===== src/rtl/cfg_rd_pkg.sv =====
package cfg_rd_pkg;

  // Content of the preloaded array: parity of (address ^ seed).
  function automatic logic stored_bit(input int unsigned addr, input int unsigned seed);
    logic [31:0] v;
    v = addr ^ seed;
    return ^v;
  endfunction

endpackage


===== src/rtl/cfg_rd_addr.sv =====
module cfg_rd_addr #(
  parameter int unsigned ADDR_W = 8,
  parameter int unsigned BIT_W  = 3
) (
  input  logic              clk,
  input  logic              rst_n,
  input  logic              clr_i,
  input  logic              rd_i,
  input  logic              page_en_i,
  input  logic [1:0]        page_sel_i,
  output logic [ADDR_W-1:0] addr_o,
  output logic              fresh_o,
  output logic              spent_o
);
  localparam int unsigned PAGE_W = ADDR_W - 2;
  localparam int unsigned WORD_W = ADDR_W - BIT_W;

  logic [WORD_W-1:0] word_q, word_d;
  logic [BIT_W-1:0]  bit_q, bit_d;
  logic              pg_en_q, pg_en_d;
  logic [1:0]        pg_sel_q, pg_sel_d;
  logic              spent_q, spent_d;
  logic [ADDR_W-1:0] base_cur, top_cur, base_new;
  logic              at_top;

  always_comb begin
    addr_o   = {word_q, bit_q};
    base_cur = pg_en_q ? {pg_sel_q, {PAGE_W{1'b0}}} : '0;
    top_cur  = pg_en_q ? {pg_sel_q, {PAGE_W{1'b1}}} : '1;
    base_new = page_en_i ? {page_sel_i, {PAGE_W{1'b0}}} : '0;
    at_top   = (addr_o == top_cur);
    fresh_o  = rd_i & ~spent_q;
    spent_o  = spent_q;
  end

  always_comb begin
    word_d   = word_q;
    bit_d    = bit_q;
    pg_en_d  = pg_en_q;
    pg_sel_d = pg_sel_q;
    spent_d  = spent_q;
    if (clr_i) begin
      pg_en_d  = page_en_i;
      pg_sel_d = page_sel_i;
      word_d   = base_new[ADDR_W-1:BIT_W];
      bit_d    = '0;
      spent_d  = 1'b0;
    end else if (fresh_o) begin
      if (at_top) begin
        spent_d = 1'b1;
      end else begin
        bit_d = bit_q + 1'b1;
        if (&bit_q) word_d = word_q + 1'b1;
      end
    end
  end

  always_ff @(posedge clk or negedge rst_n) begin
    if (!rst_n) begin
      word_q   <= '0;
      bit_q    <= '0;
      pg_en_q  <= 1'b0;
      pg_sel_q <= 2'b00;
      spent_q  <= 1'b0;
    end else begin
      word_q   <= word_d;
      bit_q    <= bit_d;
      pg_en_q  <= pg_en_d;
      pg_sel_q <= pg_sel_d;
      spent_q  <= spent_d;
    end
  end

  // address never leaves the latched range
  a_r3_in_page: assert property (@(posedge clk) disable iff (!rst_n)
    (addr_o >= base_cur) && (addr_o <= top_cur));
  // no advance without a read strobe
  a_r4_hold: assert property (@(posedge clk) disable iff (!rst_n)
    (!rd_i && !clr_i) |=> ($stable(word_q) && $stable(bit_q)));
  // saturation once the range is used up
  a_r6_saturate: assert property (@(posedge clk) disable iff (!rst_n)
    (spent_q && !clr_i) |=> ($stable(word_q) && $stable(bit_q) && spent_q));
  // clearing restarts the bit counter and end state
  a_r2_clear: assert property (@(posedge clk) disable iff (!rst_n)
    clr_i |=> (!spent_q && (bit_q == '0)));

endmodule


===== src/rtl/cfg_rd_store.sv =====
module cfg_rd_store #(
  parameter int unsigned ADDR_W = 8,
  parameter int unsigned SEED   = 0
) (
  input  logic              clk,
  input  logic              rst_n,
  input  logic              fresh_i,
  input  logic [ADDR_W-1:0] addr_i,
  output logic              bit_o,
  output logic              vld_o
);
  localparam int unsigned DEPTH = 1 << ADDR_W;

  logic [DEPTH-1:0] mem_bits;
  logic             bit_q, bit_d;
  logic             vld_q;

  for (genvar i = 0; i < DEPTH; i++) begin : g_cell
    assign mem_bits[i] = cfg_rd_pkg::stored_bit(i, SEED);
  end

  always_comb bit_d = fresh_i ? mem_bits[addr_i] : bit_q;

  always_ff @(posedge clk or negedge rst_n) begin
    if (!rst_n) begin
      bit_q <= 1'b0;
      vld_q <= 1'b0;
    end else begin
      bit_q <= bit_d;
      vld_q <= fresh_i;
    end
  end

  assign bit_o = bit_q;
  assign vld_o = vld_q;

  // a valid bit is only present after a fresh read
  a_r1_vld_after_read: assert property (@(posedge clk) disable iff (!rst_n)
    !fresh_i |=> !vld_q);

endmodule


===== src/rtl/cfg_rd_cascade.sv =====
module cfg_rd_cascade (
  input  logic ser_en_i,
  input  logic ce_n_i,
  input  logic oe_i,
  input  logic spent_i,
  input  logic vld_i,
  output logic dout_en_o,
  output logic ceo_n_o
);
  logic live;

  always_comb begin
    live      = ser_en_i & ~ce_n_i & oe_i;
    dout_en_o = live & vld_i;
    ceo_n_o   = ~(live & spent_i);
  end

endmodule


===== src/rtl/cfg_stream_reader.sv =====
module cfg_stream_reader #(
  parameter int unsigned ADDR_W = 8,
  parameter int unsigned BIT_W  = 3,
  parameter int unsigned SEED   = 0
) (
  input  logic       clk,
  input  logic       rst_n,
  input  logic       ser_en,
  input  logic       ce_n,
  input  logic       oe_rst,
  input  logic       page_en,
  input  logic [1:0] page_sel,
  output logic       dout,
  output logic       dout_en,
  output logic       ceo_n
);
  logic              clr, rd, fresh, spent, vld;
  logic [ADDR_W-1:0] addr;

  always_comb begin
    clr = ser_en & ~oe_rst;
    rd  = ser_en & ~ce_n & oe_rst;
  end

  cfg_rd_addr #(.ADDR_W(ADDR_W), .BIT_W(BIT_W)) u_addr (
    .clk(clk), .rst_n(rst_n), .clr_i(clr), .rd_i(rd),
    .page_en_i(page_en), .page_sel_i(page_sel),
    .addr_o(addr), .fresh_o(fresh), .spent_o(spent)
  );

  cfg_rd_store #(.ADDR_W(ADDR_W), .SEED(SEED)) u_store (
    .clk(clk), .rst_n(rst_n), .fresh_i(fresh), .addr_i(addr),
    .bit_o(dout), .vld_o(vld)
  );

  cfg_rd_cascade u_casc (
    .ser_en_i(ser_en), .ce_n_i(ce_n), .oe_i(oe_rst),
    .spent_i(spent), .vld_i(vld),
    .dout_en_o(dout_en), .ceo_n_o(ceo_n)
  );

  // cascade output only asserted while this reader is live
  a_r7_ceo_gate: assert property (@(posedge clk) disable iff (!rst_n)
    !ceo_n |-> (!ce_n && oe_rst && ser_en));
  // data driven only while enabled
  a_r5_drive_gate: assert property (@(posedge clk) disable iff (!rst_n)
    dout_en |-> (!ce_n && oe_rst && ser_en));
  // programming mode keeps the output quiet
  a_r8_prog_quiet: assert property (@(posedge clk) disable iff (!rst_n)
    !ser_en |=> !vld);

endmodule


===== config.mk =====
export PLATFORM = sky130hd
export DESIGN_NAME = cfg_stream_reader
export DESIGN_NICKNAME = d
export VERILOG_FILES = /design/src/rtl/cfg_rd_pkg.sv /design/src/rtl/cfg_rd_addr.sv /design/src/rtl/cfg_rd_store.sv /design/src/rtl/cfg_rd_cascade.sv /design/src/rtl/cfg_stream_reader.sv
export SDC_FILE = /design/constraint.sdc
export NUM_CORES = 1
export LEC_CHECK = 0
export ABC_AREA = 1
export ABC_CLOCK_PERIOD_IN_PS = 1450
export BUFFER_PORTS_ARGS = -buffer_cell sky130_fd_sc_hd__buf_2
export CORE_MARGIN = 4
export CORE_UTILIZATION = 50
export CTS_CLUSTER_SIZE = 16
export DETAILED_ROUTE_END_ITERATION = 8
export PLACE_DENSITY = 0.74
export RECOVER_POWER = 100
export SYNTH_ARGS = -nofsm -noshare
export SYNTH_HDL_FRONTEND = slang
export SYNTH_SLANG_ARGS = --single-unit

===== constraint.sdc =====
create_clock -name clk -period 1.45 [get_ports clk]
set_input_delay 0.145 -clock clk [delete_from_list [all_inputs] [get_ports clk]]
set_output_delay 0.145 -clock clk [all_outputs]
set_load 0.05 [all_outputs]

==> metrics.md <==
| Metric | Value |
|---|---|
| Outcome | complete, no violations |
| Cells after Synth | 121 |
| CTS root buf | clkbuf_4 |
| Setup WS post-layout | 0.106 ns |
| Die ar. | 2600 µm² |
| Setup violations, final | 0 |
| Layout area overhead | 16.9% |
| Initial antenna violation count | 0 |
| CP Capture Type | flop |
| Post-synth top area share | 0.378 |
| Post-DP HPWL | 1420 µm |
| Core area | 1750 µm² |
| Flop and latch count out of synthesis | 14 |
| Place WS | -0.0129 ns |
| Number of global-route vias before repair | 793 |
| Worst vdd ir | 0.631 mV |
| Fill count | 163 |
| Setup TNS | 0 ns |
| Final net count | 149 |
| Sequential-to-total area share from yosys stat | 0.378 |
| Vias | 803 |
| Tmin final | 1.34 ns |
| Skew-Pair Late Insertion Delay | approximately 0.28 ns |
| Clock group share of total power | 0.194 |
| Starting DRT DRC Count | 20 |
| PwrDens | 1050 nW/µm² |
| Syn_area_per_cell | 7.65 µm² |
| Placement row count | 15 |
| Worst slew pin tran | about 0.79 ns |
| Tcrit/Tclk final | 0.927 |
| IO Pins | 11 |
| Most frequent cells in the layout | nand2_1, nand3_1, dfrtp_1, inv_1 |
| Final setup skew | 0.00272 ns |
| Initial DRT Pass Iterations | 4 |
| Startpoint types | flop |
| Worst hold path type | in -> reg |
| Max Slew Vio Count | 0 |
| Commonest non-fill, non-tap cell in the layout | nand2_1 |
| TritonCTS buffer count | 3 |
| Logic pwr share | 0.347 |
| Total congestion overflow | 0 |
| Port Buf Inserts | 10 |
| Total wire length | 1860 µm |
| Vert. Die Dim | 51.0 µm |
| CTS sink cnt | 14 |
| Die width | 51.0 µm |
| Internal Power | 696 µW |
| Syn Nets | 132 |
| Leak | about 0.00055 µW |
| Sequential share of power | 0.459 |
| WL per Instance | about 12 µm |
| Gr usage total | 0.171 |
| Crit path kind | reg -> reg |
| Worst path required time | roughly 1.6 ns |
| Final hold vios | 0 |
| Worst-case clock buffer depth | 2 |
| Number of diodes | 0 |
| Critical path arrival | 1.52 ns |
| Reg clk slew, reported paths | 0.08 ns |
| Switching part of the total | 0.386 |
| Max Cap Viol | 0 |
| Post-route cell area | 1080 µm² |
| Final RePlAce weighted congestion | 0.838 |
| Initial Util | 0.530 |
| Slew margin rel. | 0.475 |
| Post-route ant nets | 0 |
| DRC | 0 |
| Ys Warns | 0 |
| Area leader, netlist | dfrtp_1 |
| CP max FO | 5 |
| Fin util | 0.620 |
| Mapped cell area | 926 µm² |
| Placed cell area | 1010 µm² |
| Vias per cell | 4.99 |
| CTS tree | done |
| Highest clock rate | 744 MHz |
| Largest net degree at the start of global routing | 15 |
| CTS H-Tree Depth | 1 |
| Share of cells above drive strength 1 | 0.279 |
| Cell variety after synth | 23 |
| Top post-synthesis cells by area | dfrtp_1, nand2_1, nand3_1 |
| NetSw | 438 µW |
| First-pass GRT wire length | about 3300 µm |
==> sequential cells by signal, indices dropped and copies added (netlist names) <==
register / flops
u_addr.bit_q: 3
u_addr.pg_en_q: 1
u_addr.pg_sel_q: 2
u_addr.spent_o: 1
u_addr.word_q: 5
u_store.bit_o: 1
u_store.vld_o: 1
==> power by group through the flow <==
stage          Combinational (µW)  Clock (µW)  Sequential [µW]
5_1_grt                       454         244              530
3_5_place_dp                  372           0              520
3_3_place_gp                  362           0              519
4_1_cts                       377         224              512
6_report                      394         219              521
2_1_floorplan                 261           0              541
==> through the flow <==
| step | total power, µW | std cells | hold WS, ns |
|---|---|---|---|
| after floorplan | 802 | 121 | -0.151 |
| after global placement | 881 | 156 | 0.0638 |
| after detailed placement | 892 | 156 | 0.0650 |
| after CTS | 1110 | 160 | 0.0961 |
| after global routing | 1230 | 161 | 0.0877 |
| final | 1130 | 161 | 0.0885 |
==> worst max-delay path: stages, from the launching register on <==
cell and delay, ns:
dfrtp_1 0.42, ha_4 0.18, ha_1 0.18, or2_4 0.28, nand4_1 0.12, nand2_2 0.05
==> final cells by class <==
| type | instances | area [µm²] | area share |
|---|---|---|---|
| Sequential cell | 14 | 352 | 0.325 |
| Clock buffer | 3 | 22.5 | 0.0208 |
| Timing Repair Buffer | 15 | 87.6 | 0.0809 |
| Inverter | 16 | 62.6 | 0.0578 |
| Tap cell | 25 | 31.3 | 0.0289 |
| Multi-Input combinational cell | 88 | 527 | 0.487 |
==> routing by layer <==
layer	vias to the layer above	routed length (µm)	part of all wire	global-route usage
li1	419	-	-	-
met1	360	843	0.45	0.195
met2	19	887	0.48	0.298
met3	5	88	0.047	0.0408
met4	0	41	0.022	0.0807
met5	-	0	0	0
==> cells by family (layout without fill, tap and decap cells) <==
family                   Yosys count  after routing  synth area share
AND/OR/NAND/NOR                   75             75             0.418
buffers and inverters             19             34            0.0851
flip-flops                        14             14             0.378
AO/OA/AOI/OAI                      5              5            0.0311
XOR/XNOR                           5              5            0.0473
adder cells (fa/ha/maj)            3              3            0.0405
==> Yosys cell counts <==
cell type  number
nor2_4          2
a21oi_1         1
buf_2           1
inv_1          11
nor2_1          4
o21ai_2         1
inv_4           1
xor2_1          2
nor3_2          1
nand2_1        35
o21ai_1         3
ha_1            3
buf_4           1
buf_1           1
dfrtp_1        14
and2_1          1
nand3_4         2
nand4_1         7
xnor2_1         3
or2_2           1
inv_2           4
nand3_1        17
nand2_2         5
==> path summary, 6_finish.rpt <==
kind	start	endpoint	slack, ns	cells after the start
worst max-delay path	u_addr.bit_q[0]	u_addr.word_q[2]	0.11	5
worst min-delay path	page_sel[1]	u_addr.pg_sel_q[1]	0.09	3
worst max register to register	u_addr.bit_q[0]	u_addr.word_q[2]	0.11	5
worst min register to register	u_store.bit_o	u_store.bit_o	0.49	2
max in group asynchronous	rst_n	u_addr.word_q[0]	0.46	2
min in group asynchronous	rst_n	u_addr.pg_sel_q[1]	0.46	2
==> timing repair <==
| item | CTS | global route |
|---|---|---|
| endpoints found under the hold margin | 14 | 0 |
| endpoints found under the setup margin | 5 | 9 |
| resized for setup | 1 | 7 |
| pin swaps | 0 | 8 |
| hold buffers | 1 | 0 |
| setup buffers | 0 | 1 |
| gates cloned | 0 | 0 |
Power figures use the tool's default switching activity.
